===== src/rtl/pstate_pkg.sv =====
package pstate_pkg;

  typedef enum logic [1:0] {
    ST_IDLE  = 2'd0,
    ST_VRAMP = 2'd1,
    ST_FREQ  = 2'd2,
    ST_FIN   = 2'd3
  } pst_state_e;

endpackage


===== src/rtl/pstate_req_merge.sv =====
module pstate_req_merge #(
  parameter int NCORE     = 2,
  parameter int FREQ_W    = 4,
  parameter int VID_W     = 6,
  parameter int BOOT_FREQ = 0,
  parameter int BOOT_VID  = 0
) (
  input  logic                          clk,
  input  logic                          rst,
  input  logic [NCORE-1:0]              wr,
  input  logic [NCORE-1:0][FREQ_W-1:0]  f_in,
  input  logic [NCORE-1:0][VID_W-1:0]   v_in,
  output logic [FREQ_W-1:0]             tgt_f,
  output logic [VID_W-1:0]              tgt_v,
  output logic                          any_wr
);

  logic [FREQ_W-1:0] f_q [NCORE];
  logic [VID_W-1:0]  v_q [NCORE];

  for (genvar c = 0; c < NCORE; c++) begin : g_core
    always_ff @(posedge clk) begin
      if (rst) begin
        f_q[c] <= FREQ_W'(BOOT_FREQ);
        v_q[c] <= VID_W'(BOOT_VID);
      end else if (wr[c]) begin
        f_q[c] <= f_in[c];
        v_q[c] <= v_in[c];
      end
    end
  end

  // highest frequency and highest voltage, each picked on its own
  always_comb begin
    tgt_f = f_q[0];
    tgt_v = v_q[0];
    for (int c = 1; c < NCORE; c++) begin
      if (f_q[c] > tgt_f) tgt_f = f_q[c];
      if (v_q[c] > tgt_v) tgt_v = v_q[c];
    end
  end

  assign any_wr = |wr;

endmodule


===== src/rtl/pstate_vid_ramp.sv =====
module pstate_vid_ramp #(
  parameter int VID_W    = 6,
  parameter int HOLD_W   = 8,
  parameter int BOOT_VID = 0
) (
  input  logic              clk,
  input  logic              rst,
  input  logic              en,
  input  logic [VID_W-1:0]  target,
  input  logic [HOLD_W-1:0] hold,
  output logic [VID_W-1:0]  vid,
  output logic              at_tgt
);

  localparam logic [VID_W-1:0] ONE = VID_W'(1);

  logic [HOLD_W-1:0] cnt;

  always_ff @(posedge clk) begin
    if (rst) begin
      vid <= VID_W'(BOOT_VID);
      cnt <= '0;
    end else if (!en) begin
      cnt <= '0;
    end else if (vid != target) begin
      if (cnt == hold) begin
        vid <= (target > vid) ? vid + ONE : vid - ONE;
        cnt <= '0;
      end else begin
        cnt <= cnt + HOLD_W'(1);
      end
    end
  end

  assign at_tgt = (vid == target);

endmodule


===== src/rtl/pstate_seq.sv =====
module pstate_seq
  import pstate_pkg::*;
#(
  parameter int FREQ_W    = 4,
  parameter int VID_W     = 6,
  parameter int HOLD_W    = 8,
  parameter int STALL_MAX = 1000,
  parameter int BOOT_FREQ = 0,
  parameter int BOOT_VID  = 0
) (
  input  logic              clk,
  input  logic              rst,
  input  logic              core0_wr,
  input  logic [FREQ_W-1:0] core0_freq,
  input  logic [VID_W-1:0]  core0_vid,
  input  logic              core1_wr,
  input  logic [FREQ_W-1:0] core1_freq,
  input  logic [VID_W-1:0]  core1_vid,
  input  logic [HOLD_W-1:0] step_hold,
  input  logic              pll_lock,
  output logic [VID_W-1:0]  vid_out,
  output logic [FREQ_W-1:0] pll_freq,
  output logic              pll_req,
  output logic              core_stall,
  output logic              snoop_block,
  output logic              busy,
  output logic              done
);

  localparam int SCW = $clog2(STALL_MAX + 1);
  localparam logic [SCW-1:0] STALL_LAST = SCW'(STALL_MAX - 1);

  pst_state_e        state, state_n;
  logic [FREQ_W-1:0] m_f, tgt_f;
  logic [VID_W-1:0]  m_v, tgt_v;
  logic              any_wr, pend, fdue, at_tgt;
  logic [SCW-1:0]    st_cnt;
  logic              freq_end, start_ok;

  pstate_req_merge #(
    .NCORE(2), .FREQ_W(FREQ_W), .VID_W(VID_W),
    .BOOT_FREQ(BOOT_FREQ), .BOOT_VID(BOOT_VID)
  ) i_merge (
    .clk(clk), .rst(rst),
    .wr({core1_wr, core0_wr}),
    .f_in({core1_freq, core0_freq}),
    .v_in({core1_vid, core0_vid}),
    .tgt_f(m_f), .tgt_v(m_v), .any_wr(any_wr)
  );

  pstate_vid_ramp #(
    .VID_W(VID_W), .HOLD_W(HOLD_W), .BOOT_VID(BOOT_VID)
  ) i_ramp (
    .clk(clk), .rst(rst),
    .en(state == ST_VRAMP),
    .target(tgt_v), .hold(step_hold),
    .vid(vid_out), .at_tgt(at_tgt)
  );

  assign start_ok = pend && ((m_f != pll_freq) || (m_v != vid_out));
  assign freq_end = pll_lock || (st_cnt == STALL_LAST);

  always_comb begin
    state_n = state;
    unique case (state)
      ST_IDLE: begin
        if (start_ok) state_n = (m_f < pll_freq) ? ST_FREQ : ST_VRAMP;
      end
      ST_VRAMP: begin
        if (at_tgt) state_n = fdue ? ST_FREQ : ST_FIN;
      end
      ST_FREQ: begin
        if (freq_end) state_n = (vid_out != tgt_v) ? ST_VRAMP : ST_FIN;
      end
      default: state_n = ST_IDLE;
    endcase
  end

  always_ff @(posedge clk) begin
    if (rst) begin
      state       <= ST_IDLE;
      pend        <= 1'b0;
      fdue        <= 1'b0;
      tgt_f       <= FREQ_W'(BOOT_FREQ);
      tgt_v       <= VID_W'(BOOT_VID);
      pll_freq    <= FREQ_W'(BOOT_FREQ);
      st_cnt      <= '0;
      pll_req     <= 1'b0;
      core_stall  <= 1'b0;
      snoop_block <= 1'b0;
      busy        <= 1'b0;
      done        <= 1'b0;
    end else begin
      state <= state_n;
      // a write always leaves a request pending; idle consumes it
      if (any_wr)                pend <= 1'b1;
      else if (state == ST_IDLE) pend <= 1'b0;
      if (state == ST_IDLE && start_ok) begin
        tgt_f <= m_f;
        tgt_v <= m_v;
        fdue  <= (m_f != pll_freq);
      end
      if (state == ST_FREQ && freq_end) fdue <= 1'b0;
      if (state != ST_FREQ && state_n == ST_FREQ)
        pll_freq <= (state == ST_IDLE) ? m_f : tgt_f;
      st_cnt      <= (state == ST_FREQ) ? st_cnt + SCW'(1) : '0;
      pll_req     <= (state_n == ST_FREQ);
      core_stall  <= (state_n == ST_FREQ);
      snoop_block <= (state_n == ST_FREQ);
      busy        <= (state_n != ST_IDLE);
      done        <= (state_n == ST_FIN);
    end
  end

endmodule


===== config.mk =====
export PLATFORM = sky130hd
export DESIGN_NAME = pstate_seq
export DESIGN_NICKNAME = d
export VERILOG_FILES = /design/src/rtl/pstate_pkg.sv /design/src/rtl/pstate_req_merge.sv /design/src/rtl/pstate_vid_ramp.sv /design/src/rtl/pstate_seq.sv
export SDC_FILE = /design/constraint.sdc
export NUM_CORES = 1
export LEC_CHECK = 0
export CORE_MARGIN = 3
export CORE_UTILIZATION = 50
export CTS_CLUSTER_SIZE = 24
export DETAILED_ROUTE_END_ITERATION = 12
export PLACE_DENSITY = 0.73
export SYNTH_ARGS = -nofsm -noshare
export SYNTH_HDL_FRONTEND = slang
export SYNTH_HIERARCHICAL = 1
export SYNTH_SLANG_ARGS = --single-unit

===== constraint.sdc =====
create_clock -name clk -period 4.8 [get_ports clk]
set_input_delay 0.48 -clock clk [delete_from_list [all_inputs] [get_ports clk]]
set_output_delay 0.48 -clock clk [all_outputs]
set_load 0.01 [all_outputs]

Word level (Yosys, flattened, before mapping)
Memories as Yosys holds them, arrays and structs flattened. Cells that the tools add are included.

Register bits after elaboration: 45. Memory bits (writable): 20. Input bits: 33. Output and inout port bits: 15. Logic and storage cells: 79. Memories: 2.

$add $sub $neg: 4. Magnitude comparators: 4. Eq/ne operators: 11. Multiplexer cells: 26. Bitwise logic cells: 6. Reduce and logical (&&, ||, !) cells: 14.

Memory list: i_merge.v_q (depth 2, bits a word 6, rd ports 2, clocked after Yosys merged registers in 0, wr ports 2, RTL line pstate_req_merge.sv:19) `logic [VID_W-1:0] v_q [NCORE];`; i_merge.f_q (depth 2, bits a word 4, rd ports 2, clocked after Yosys merged registers in 0, wr ports 2, RTL line pstate_req_merge.sv:18) `logic [FREQ_W-1:0] f_q [NCORE];`.

Operators with widths (count): two-way mux 6 bit (4); two-way mux 4 bit (4); > comparator 6 bit (2); inequality test 6 bit (2); two-way mux 1 bit (11); adder 10 x 1 -> 10 bit (second input constant) (1); == test 10 bit (second input constant) (1); two-way mux 2 bit (5); adder 8 x 1 -> 8 bit (second input constant) (1); == test 8 bit (1); two-way mux 8 bit (1); OR reduction 2 bit (4); adder 6 x 1 -> 6 bit (second input constant) (1); == test 2 bit (second input constant) (3); == test 6 bit (1); one-hot mux 2 bit (3 select lines) (1); subtractor 6 x 1 -> 6 bit (second input constant) (1); > comparator 4 bit (1); logical AND 1 bit (4); < comparator 4 bit (1); inequality test 4 bit (1); OR 1 bit (4); nonzero test 2 bit (2); AND reduction 3 bit (1); other kinds (5) (7).

Logic depth before layout (Yosys ltp)
Gate-level depths: netlist of run 1.

Depth in word-level cells: 9. Mapped depth: 13. Depth with buffers taken out: 13.

By module
Netlist of run 1, hierarchy kept.

By module, submodules not included: pstate_seq (instances 1, cells an instance 165, area an instance 1540.2 um^2, sequential area each 620.6 um^2); pstate_req_merge (instances 1, cells an instance 93, area an instance 1122.3 um^2, sequential area each 600.6 um^2); pstate_vid_ramp (instances 1, cells an instance 111, area an instance 978.4 um^2, sequential area each 280.3 um^2).

Worst setup path after synthesis of run 1
OpenSTA, ideal clock, no wires.

Path type: reg-to-reg. Start point: register i_ramp.vid[4]. End point: register i_ramp.vid[5]. Arrival: 2.970 ns. Slack: 1.760 ns. Cell stages (with the launch flop): 13. Path buffers: 0. Cell sequence: dfxtp_1 inv_1 ha_1 a21oi_1 a21boi_0 o31ai_1 ha_1 a211oi_1 o21bai_1 a21oi_1 xor2_1 or3_1 a21oi_1.

Word-level cells in the longest chain between the ends: 2.

RTL lines: from (decl) (RTL line pstate_vid_ramp.sv:11) `output logic [VID_W-1:0] vid,`; from (signal assigned) (RTL line pstate_vid_ramp.sv:21) `vid <= VID_W'(BOOT_VID);`; from (signal assigned) (RTL line pstate_vid_ramp.sv:27) `vid <= (target > vid) ? vid + ONE : vid - ONE;`; subtractor 6 x 1 -> 6 bit, or another cell as far along (RTL line pstate_vid_ramp.sv:27); two-way mux 6 bit or AND reduction 3 bit (tied branches).

Parallel ways exist; a longest one is shown, timed or not. A chain may end at the register's enable or synchronous reset.

==> results by group, run 1 <==
Timing
  – Final setup violation count: 0
  – Setup TNS: 0 ns
  – RSZ-0062 raised after global routing: no
  – FMAX: 274 MHz
  – Hold_ws: 0.467 ns
  – Final Max Tran Viols: 0
  – Worst Max-Slew Pin Slew: 1.00 ns
  – Final WS setup: 1.15 ns
  – Fin crit period: 3.65 ns
  – Clock skew: 0.00889 ns
  – Final Hold Fails: 0
  – Crit share post-route: 76.0%
  – Slew margin rel.: 32.8%

Worst setup path
  – Reg2Reg Capture Point: pll_freq[2]$_SDFFE_PP0P_
  – Slowest cell on crit path: o311ai_4
  – Critical path class: flip-flop to flip-flop
  – CP max FO: 16
  – CP endpoint kind: flip-flop
  – Top cell by count, worst path: mux2_1
  – Critical-path cell list: ha_1, nand4_2, o221ai_2, o21ai_2, mux2_1, xnor2_1, nand4_1, o311ai_4, a2bb2oi_4, mux2_1
  – Crit-path max cell delay: 0.92 ns
  – Arrival time worst endpoint: 3.88 ns
  – CP Launch Type: flip-flop
  – Setup slack, reg-to-reg: 1.15 ns
  – Reg2reg start: i_merge/v_q[1][5]$_SDFFCE_PN0P_
  – Worst path required time: 5.03 ns
  – Worst reg-to-reg path cell count: 10

Drt
  – DRC: 0
  – Wire length per cell: 13.4 um
  – Drt total wl: 6960 um
  – Post-route ant nets: 0
  – Drt first pass iters: 4
  – Starting DRT DRC Count: 121
  – Vias/cell: 5.14
  – Routed vias: 2673

Cells and area
  – Filler cells: 559
  – Sequential cell area: 0.00150 sq mm
  – Final #Nets: 479
  – Share of layout cells above drive strength 1: 7.08%
  – Fin area: 0.00446 sq mm
  – Final non-filler cell total: 520
  – N_diodes: 0
  – Layout area overhead: 22.5%
  – Area taken by multi-input logic gates: 0.00198 sq mm

Synth
  – Register bit total from synthesis: 65
  – Yosys warnings: 6
  – Number of library cell types mapped by synthesis: 49
  – Post-Syn Instances: 369
  – Top_reg_cell synth: dfxtp_1
  – Synthesized Nets: 429
  – Ys async rst share: 0%
  – EDFF count, synth: 20
  – Register area share after synthesis: 41.2%
  – Syn_area_per_cell: 9.87 sq um
  – Mapped cell area: 0.00364 sq mm

Floorplan
  – Chip width: 91.3 um
  – Core area: 0.00694 sq mm
  – Boundary pin count: 48
  – Starting Density: 52.4%
  – Row count: 30
  – Chip Height: 91.3 um
  – Die area: 0.00834 sq mm

Pwr
  – Maximum vdd drop: 0.000197 V
  – Pwr per Cell Area: 436 mW/mm^2
  – Leak: 1.76 nW

Run status
  – Status: finished, final reports clean

Hold path
  – Hold Crit Start: st_cnt[0]$_SDFF_PP0_
  – WHS Endpoint: st_cnt[0]$_SDFF_PP0_
  – Hold/Removal Path Class: flip-flop to flip-flop
  – Hold Crit Depth: 1

Global routing
  – Global-route wire length before repair: 12200 um
  – Largest net degree at the start of global routing: 23
  – Vias in the first global route: 2717
  – GR Util All Layers: 18.4%
  – GRT overflow: 0
  – Initial antenna violation count: 0

Placed design
  – Dpl ws: 1.16 ns
  – Detail Placement HPWL: 5250 um
  – Placed instance count: 504
  – GPL Wtd Cong: 0.802
  – Number of port buffers: 47
  – Placed cell area: 0.00418 sq mm

Clock tree
  – CTS tree: built
  – Clk root buf: clkbuf_8
  – Clk pin slew, worst setup/hold paths: 0.07 ns
  – # Post-CTS Setup Buffers: 0
  – Clock Sinks: 65
  – Post-CTS sizing: 0
  – Number of CTS-inserted buffers: 9
  – Total number of H-tree levels: 3
  – Hold Buf Count CTS: 0
  – CTS Buffer Depth: 2
  – Worst skew pair latency: 0.35 ns

Flow run
  – Max Cap Viol: 0
## final cells by class
type / instances / share of cell area (%)
timing repair buffer: 48 / 10.7
inverter: 25 / 2.16
sequential: 65 / 33.7
clock inverter: 5 / 2.36
clock buffer: 11 / 3.90
multi-input combinational: 270 / 44.5
tap: 96 / 2.69
## layer usage
metal	global-route usage (%)	wire length, um	up-vias
met4	8.42	122	0
met1	22.3	3170	1246
met3	4.47	290	11
met5	0	0	-
met2	30.7	3370	54
li1	-	-	1362
## worst max-delay path, delay by kind of cell, from the launching register on
family          cells  cell delay (ns)
xor+xnor            1             0.19
compound gates      4             1.54
flops               1             0.41
mux                 2             0.73
simple gates        2             0.32
fa+ha+maj           1             0.36
## synth_stat cells (3+ instances only)
library cell | n | area, sq um
a211oi_1 | 3 | 22.5
a21o_1 | 3 | 22.5
a21oi_1 | 17 | 85.1
and2_1 | 21 | 131
and3_1 | 5 | 31.3
clkbuf_1 | 3 | 11.3
dfxtp_1 | 45 | 901
edfxtp_1 | 20 | 601
ha_1 | 26 | 325
inv_1 | 24 | 90.1
mux2_1 | 10 | 113
mux2i_1 | 18 | 180
nand2_1 | 19 | 71.3
nand2b_1 | 4 | 25.0
nand3_1 | 5 | 25.0
nand4_1 | 9 | 56.3
nor2_1 | 45 | 169
nor2b_1 | 8 | 50.1
o21ai_0 | 9 | 45.0
or2_2 | 3 | 18.8
xnor2_1 | 26 | 228
xor2_1 | 13 | 114
## power breakdown
group          switching [mW]  internal, mW
logic                   0.337         0.300
clock network           0.216         0.409
registers              0.0548         0.629
## state kept, by name (all words and copies together), names as in the netlist
register / flops
i_merge/v_q: 12
st_cnt: 10
i_merge/f_q: 8
i_ramp/cnt: 8
i_ramp/vid: 6
tgt_v: 6
pll_freq: 4
tgt_f: 4
state: 2
busy: 1
done: 1
fdue: 1
pend: 1
snoop_block: 1
## cells in the final DEF (no fill, tap or decap), types with 13 or more instances in the layout
master	n
clkdlybuf4s50_1	47
edfxtp_1	20
and2_1	21
xor2_1	13
xnor2_1	26
a21oi_1	17
nand2_1	19
dfxtp_1	45
ha_1	26
mux2i_1	18
inv_1	24
nor2_1	45
## how the worst max path moves through the flow
stage | start | cells past startpoint | to
2_1_floorplan | i_ramp/vid[4]$_SDFFE_PP0P_ | 12 | i_ramp/vid[5]$_SDFFE_PP0P_
3_3_place_gp | i_merge/v_q[1][4]$_SDFFCE_PN0P_ | 9 | pll_freq[3]$_SDFFE_PP0P_
3_5_place_dp | i_merge/v_q[1][5]$_SDFFCE_PN0P_ | 10 | pll_freq[2]$_SDFFE_PP0P_
4_1_cts | i_merge/v_q[1][5]$_SDFFCE_PN0P_ | 10 | pll_freq[2]$_SDFFE_PP0P_
5_1_grt | i_merge/v_q[1][5]$_SDFFCE_PN0P_ | 10 | pll_freq[3]$_SDFFE_PP0P_
6_report | i_merge/v_q[1][5]$_SDFFCE_PN0P_ | 10 | pll_freq[2]$_SDFFE_PP0P_
## per-stage QoR
stage | utilization [%] | total power [mW]
after floorplan | - | 1.18
after global placement | 60.2 | 1.31
after detailed placement | 60.2 | 1.33
after CTS | 64.2 | 1.96
after global routing | 64.2 | 2.07
final | 64.2 | 1.95
## cells by family (layout without fill, tap and decap cells)
group	count (synthesis)	count (layout)	synth area share (%)
flops	65	65	41.2
xor+xnor	39	39	9.38
buf+inv	34	89	4.26
mux	29	29	8.35
compound gates	44	44	8.49
simple gates	131	131	18.8
fa+ha+maj	27	27	9.48
Power figures use the tool's default switching activity.
==> inputs of run 2 (changes only) <==
- clock period: 4.8 -> 3.8 ns (I/O delays scaled with it)
==> run 2 against run 1 <==
  * Flip-flop and latch count unchanged
  * Clock power decreased by 16%
  * Via count decreased by 0.79%
  * Largest power group unchanged
==> results by group, run 2 (same netlist as run 1, synthesis figures left out) <==
Global routing
  – GRT overflow: 0 (unchanged)
  – Global-route wire length before repair: 12100 um (-1.1%)
  – GR Util All Layers: 17.8% (-0.60 points)
  – Initial antenna violation count: 0 (unchanged)
  – Largest net degree at the start of global routing: 20 (-13%)
  – Vias in the first global route: 2683 (-1.3%)

Timing
  – FMAX: 292 MHz (+6.7%)
  – Final Hold Fails: 0 (unchanged)
  – Worst Max-Slew Pin Slew: 0.842 ns (-0.163 ns)
  – Final setup violation count: 0 (unchanged)
  – Clock skew: 0.00723 ns (-0.00166 ns)
  – Setup TNS: 0 ns (unchanged)
  – Crit share post-route: 90.0% (+14 points)
  – Slew margin rel.: 43.4% (+11 points)
  – Final Max Tran Viols: 0 (unchanged)
  – RSZ-0062 raised after global routing: no
  – Fin crit period: 3.42 ns (-0.228 ns)

Clock tree
  – Total number of H-tree levels: 3 (unchanged)
  – CTS tree: built
  – CTS Buffer Depth: 2 (unchanged)
  – Worst skew pair latency: 0.33 ns (-0.02 ns)
  – Clk root buf: clkbuf_8
  – Post-CTS sizing: 0 (unchanged)
  – Clk pin slew, worst setup/hold paths: 0.07 ns (about the same)
  – Number of CTS-inserted buffers: 9 (unchanged)
  – Hold Buf Count CTS: 0 (unchanged)
  – # Post-CTS Setup Buffers: 0 (unchanged)
  – Clock Sinks: 65 (unchanged)

Cells and area
  – Layout area overhead: 20.2%
  – Commonest non-fill, non-tap cell in the layout: clkdlybuf4s50_1
  – Fin area: 0.00438 sq mm (-1.9%)
  – Final non-filler cell total: 522 (+0.38%)
  – Share of layout cells above drive strength 1: 7.51% (+0.44 points)
  – Highest-count cells in the layout ignoring fill and taps: clkdlybuf4s50_1 (47), nor2_1 (45), dfxtp_1 (45)
  – N_diodes: 0 (unchanged)
  – Top reg by flops: i_merge/v_q
  – Max reg flops: 12 (unchanged)
  – Top flop regs: i_merge/v_q: 12 flops, st_cnt: 10 flops
  – Final #Nets: 481 (+0.42%)

Floorplan
  – Core area: 0.00694 sq mm (unchanged)
  – Chip width: 91.3 um (unchanged)
  – Die area: 0.00834 sq mm (unchanged)
  – Row count: 30 (unchanged)
  – Starting Density: 52.4% (unchanged)
  – Chip Height: 91.3 um (unchanged)
  – Boundary pin count: 48 (unchanged)

Worst setup path
  – CP Launch Type: flip-flop
  – Arrival time worst endpoint: 3.66 ns (-0.22 ns)
  – CP max FO: 6 (-10)
  – CP endpoint kind: flip-flop
  – Worst path required time: 4.04 ns (-0.99 ns)
  – Critical path class: flip-flop to flip-flop

Pwr
  – Psw: 0.754 mW (+24%)
  – Power Internal: 1.45 mW (+8.4%)
  – Clock power frac: 24.0% (-8.1 points)
  – Maximum vdd drop: 0.000304 V (+54%)
  – Switching fraction of total power: 34.2% (+3.0 points)
  – Pwr per Cell Area: 504 mW/mm^2 (+15%)
  – Sequential power share: 39.1% (+4.0 points)
  – Combinational power share: 37.0% (+4.3 points)
  – Leak: 1.72 nW (-2.0%)
  – Total power: 2.20 mW (+13%)

Drt
  – Drt first pass iters: 4 (unchanged)
  – Wire length per cell: 13.3 um (-0.88%)
  – Starting DRT DRC Count: 77 (-36%)
  – Post-route ant nets: 0 (unchanged)
  – DRC: 0 (unchanged)
  – Vias/cell: 5.08 (-1.2%)
  – Routed vias: 2652 (-0.79%)
  – Drt total wl: 6930 um (-0.50%)

Hold path
  – Hold/Removal Path Class: flip-flop to flip-flop

Placed design
  – Number of port buffers: 47 (unchanged)
  – Detail Placement HPWL: 5260 um (+0.23%)
  – GPL Wtd Cong: 0.776 (-3.2%)
  – Placed instance count: 506 (+0.40%)
  – Placed cell area: 0.00420 sq mm (+0.36%)

Run status
  – Status: finished, final reports clean

Flow run
  – Max Cap Viol: 0 (unchanged)
## run 2: cell types whose count changed in the layout (fill, tap and decap cells not counted)
cell and change:
bufinv_16 -3, clkinv_2 +3, buf_4 +2, clkbuf_16 -2
clkbuf_8 +2, clkinv_4 -1, clkinvlp_4 +1
## run 2: worst paths after layout
check / startpoint / slack (ns) / endpoint / cells after the start
hold reg to reg: st_cnt[0]$_SDFF_PP0_ / 0.47 / st_cnt[0]$_SDFF_PP0_ / 1
setup reg to reg: i_ramp/vid[4]$_SDFFE_PP0P_ / 0.38 / i_ramp/vid[5]$_SDFFE_PP0P_ / 12
setup / recovery: i_ramp/vid[4]$_SDFFE_PP0P_ / 0.38 / i_ramp/vid[5]$_SDFFE_PP0P_ / 12
hold / removal: st_cnt[0]$_SDFF_PP0_ / 0.47 / st_cnt[0]$_SDFF_PP0_ / 1
## run 2: power groups by stage
stage / Clock (mW) / Sequential [mW] / Combinational, mW
floorplan: 0 / 0.861 / 0.628
finish: 0.528 / 0.861 / 0.815
global route: 0.574 / 0.877 / 0.912
detailed placement: 0 / 0.877 / 0.817
global placement: 0 / 0.873 / 0.791
CTS: 0.541 / 0.862 / 0.824
## run 2: layer usage
| metal | part of all wire, % | GRT usage, % | up-vias | wire (um) |
|---|---|---|---|---|
| met3 | 3.8 | 4.56 | 7 | 261 |
| met1 | 46 | 22.6 | 1225 | 3190 |
| li1 | - | - | 1376 | - |
| met5 | 0 | 0 | - | 0 |
| met2 | 49 | 30.0 | 44 | 3410 |
| met4 | 0.84 | 5.03 | 0 | 58 |
## run 2: layout make-up
type                       instances  area, sq um
fill                             610         2570
clock buffer                      11          151
multi-input combinational        270         1980
sequential                        65         1500
timing repair buffer              50          493
inverter                          25         96.3
tap                               96          120
clock inverter                     5         28.8
## run 2: worst max-delay path, stage by stage, from the launching register on
cell      delay (ns)
dfxtp_1         0.45
inv_1           0.08
ha_1            0.31
a21oi_1         0.16
a21boi_0        0.10
o31ai_1         0.72
ha_1            0.38
a211oi_1        0.24
o21bai_1        0.10
a21oi_1         0.19
xor2_1          0.10
or3_1           0.34
a21oi_1         0.16
## run 2: per-stage QoR
step / hold slack [ns] / worst slack [ns] / utilization (%)
global placement: 0.445 / 0.568 / 60.4
finish: 0.468 / 0.381 / 63.0
detailed placement: 0.456 / 0.422 / 60.4
floorplan: 0.430 / 0.760 / -
CTS: 0.471 / 0.395 / 63.0
global route: 0.511 / 0.177 / 63.0
==> inputs of run 3 (changes only) <==
- PLACE_DENSITY: 0.73 -> 0.76
- clock period: 3.8 -> 3 ns (I/O delays scaled with it)
==> run 3 against run 2 <==
  * The run now ends with negative setup slack left
  * Flip-flop and latch count unchanged
  * Combinational power increased by 45%
  * Critical path type unchanged
  * Critical path depth down 2
  * Setup slack got worse by 0.40 ns
  * Cell area is 6.4% higher
  * Global-route usage up 0.23 points
  * Clock-buffer cell count decreased by 1
  * Largest cell class unchanged
  * First-iteration DRC count rose by 22%
  * Routed wire length up 3.1%
==> results by group, run 3 (same netlist as run 1, synthesis figures left out) <==
Global routing
  – GR Util All Layers: 18.0% (+0.23 points)
  – Initial antenna violation count: 0 (unchanged)
  – Global-route wire length before repair: 11800 um (-2.5%)
  – Largest net degree at the start of global routing: 20 (unchanged)
  – GRT overflow: 0 (unchanged)
  – Vias in the first global route: 2557 (-4.7%)

Clock tree
  – Clk pin slew, worst setup/hold paths: 0.07 ns (about the same)
  – Hold Buf Count CTS: 0 (unchanged)
  – Worst skew pair latency: 0.35 ns (+0.02 ns)
  – CTS tree: built
  – Number of CTS-inserted buffers: 9 (unchanged)
  – Clk root buf: clkbuf_8
  – CTS Buffer Depth: 2 (unchanged)
  – Clock Sinks: 65 (unchanged)
  – Total number of H-tree levels: 3 (unchanged)

Drt
  – Drt first pass iters: 4 (unchanged)
  – Routed vias: 2690 (+1.4%)
  – Drt total wl: 7140 um (+3.1%)
  – Starting DRT DRC Count: 94 (+22%)
  – Wire length per cell: 13.3 um (+0.44%)
  – DRC: 0 (unchanged)
  – Vias/cell: 5.02 (-1.2%)
  – Post-route ant nets: 0 (unchanged)

Floorplan
  – Boundary pin count: 48 (unchanged)
  – Chip width: 91.3 um (unchanged)
  – Chip Height: 91.3 um (unchanged)
  – Die area: 0.00834 sq mm (unchanged)
  – Starting Density: 52.4% (unchanged)
  – Row count: 30 (unchanged)
  – Core area: 0.00694 sq mm (unchanged)

Timing
  – Worst Max-Slew Pin Slew: 0.644 ns (-0.198 ns)
  – Final WS setup: -0.0162 ns (-0.397 ns)
  – Final Hold Fails: 0 (unchanged)
  – RSZ-0062 raised after global routing: yes
  – Final setup violation count: 4 (+4)
  – Clock skew: 0.00805 ns (+0.000816 ns)
  – Final Max Tran Viols: 0 (unchanged)
  – Crit share post-route: 101% (+11 points)
  – Slew margin rel.: 57.0% (+14 points)
  – Fin crit period: 3.02 ns (-0.403 ns)
  – FMAX: 332 MHz (+13%)

Worst setup path
  – Reg2reg start: i_merge/v_q[1][4]$_SDFFCE_PN0P_
  – Arrival time worst endpoint: 3.25 ns (-0.41 ns)
  – Worst path required time: 3.23 ns (-0.81 ns)
  – Critical path class: flip-flop to flip-flop
  – CP max FO: 6 (unchanged)
  – CP endpoint kind: flip-flop
  – CP Launch Type: flip-flop
  – Setup slack, reg-to-reg: -0.02 ns (-0.40 ns)
  – Reg2Reg Capture Point: pll_freq[0]$_SDFFE_PP0P_
  – Worst reg-to-reg path cell count: 10 (-2)

Pwr
  – Pwr per Cell Area: 640 mW/mm^2 (+27%)
  – Leak: 1.85 nW (+7.2%)
  – Total power: 2.98 mW (+35%)
  – Maximum vdd drop: 0.000390 V (+28%)

Cells and area
  – Top reg by flops: i_merge/v_q
  – Max reg flops: 12 (unchanged)
  – Final core occ: 67.1% (+4.1 points)
  – Commonest non-fill, non-tap cell in the layout: clkdlybuf4s50_1
  – Top flop regs: i_merge/v_q: 12 flops, st_cnt: 10 flops
  – Final #Nets: 495 (+2.9%)
  – Fin area: 0.00466 sq mm (+6.4%)
  – Share of layout cells above drive strength 1: 15.5% (+7.9 points)
  – N_diodes: 0 (unchanged)
  – Highest-count cells in the layout ignoring fill and taps: clkdlybuf4s50_1 (47), nor2_1 (45), dfxtp_1 (45)
  – Layout area overhead: 27.9%

Placed design
  – GPL Wtd Cong: 0.782 (+0.75%)
  – Detail Placement HPWL: 5270 um (+0.10%)
  – Dpl ws: -0.0758 ns (-0.497 ns)
  – Number of port buffers: 47 (unchanged)
  – Placed cell area: 0.00427 sq mm (+1.7%)

Hold path
  – Hold/Removal Path Class: flip-flop to flip-flop
  – WHS Endpoint: st_cnt[0]$_SDFF_PP0_
  – Hold Crit Depth: 1 (unchanged)
  – Hold Crit Start: st_cnt[0]$_SDFF_PP0_

Flow run
  – Max Cap Viol: 0 (unchanged)

Run status
  – Status: finished with violations
  – Violations in the final reports: negative setup slack
[run 3: cell types whose count changed in the layout (fill, tap and decap cells not counted), sizes merged]
cell	change
inv	+1
buf	+14
clkbuf	-1
[run 3: worst max path at each step]
stage	slack, ns	from	depth (start not counted)	end
after floorplan	0.06	i_merge/v_q[1][5]$_SDFFCE_PN0P_	10	pll_freq[0]$_SDFFE_PP0P_
after global placement	0.04	i_merge/v_q[1][5]$_SDFFCE_PN0P_	9	pll_freq[1]$_SDFFE_PP0P_
after detailed placement	-0.08	i_merge/v_q[1][5]$_SDFFCE_PN0P_	9	pll_freq[0]$_SDFFE_PP0P_
after CTS	0.001	i_merge/v_q[1][4]$_SDFFCE_PN0P_	10	pll_freq[0]$_SDFFE_PP0P_
after global routing	-0.13	i_merge/v_q[1][4]$_SDFFCE_PN0P_	10	pll_freq[0]$_SDFFE_PP0P_
final	-0.02	i_merge/v_q[1][4]$_SDFFCE_PN0P_	10	pll_freq[0]$_SDFFE_PP0P_
[run 3: repair_timing]
item / CTS / global route
endpoints found under the hold margin: 0 / 0
buffers inserted: 2 / 3
pin swaps: 6 / 12
resized for setup: 20 / 17
setup endpoints to repair: 17 / 19
[run 3: through the flow]
step	hold slack (ns)	TNS (ns)	std cells
after floorplan	0.369	0	369
after global placement	0.444	0	515
final	0.473	-0.0441	536
after CTS	0.474	0	533
after global routing	0.528	-1.03	536
after detailed placement	0.457	-0.943	515
[run 3: report_power, final]
part           internal (mW)  switching (mW)  total [mW]
Clock                  0.349           0.355       0.704
Sequential              1.01          0.0881        1.09
Combinational          0.600           0.583        1.18
Total                   1.96            1.03        2.98
[run 3: cell type report]
class	instances	area, sq um
clock buffer	10	149
clock inverter	6	38.8
fill	544	2290
inverter	25	96.3
multi-input combinational	270	2150
sequential	65	1500
tap	96	120
timing repair buffer	64	606
[run 3: layer usage]
metal | vias to the layer above | wire (um) | global-route usage, %
li1 | 1394 | - | -
met1 | 1232 | 3210 | 21.5
met2 | 52 | 3500 | 30.3
met3 | 12 | 308 | 5.47
met4 | 0 | 127 | 7.29
met5 | - | 0 | 0
[run 3: worst max-delay path, cell delays in order (launching register included)]
cell and delay [ns]:
edfxtp_1 0.45, ha_4 0.31, nand4_4 0.14, o221ai_4 0.23
o21ai_4 0.14, mux2_4 0.34, xnor2_2 0.15, nand4_1 0.16
o311ai_4 0.36, a2bb2oi_4 0.29, mux2_4 0.32
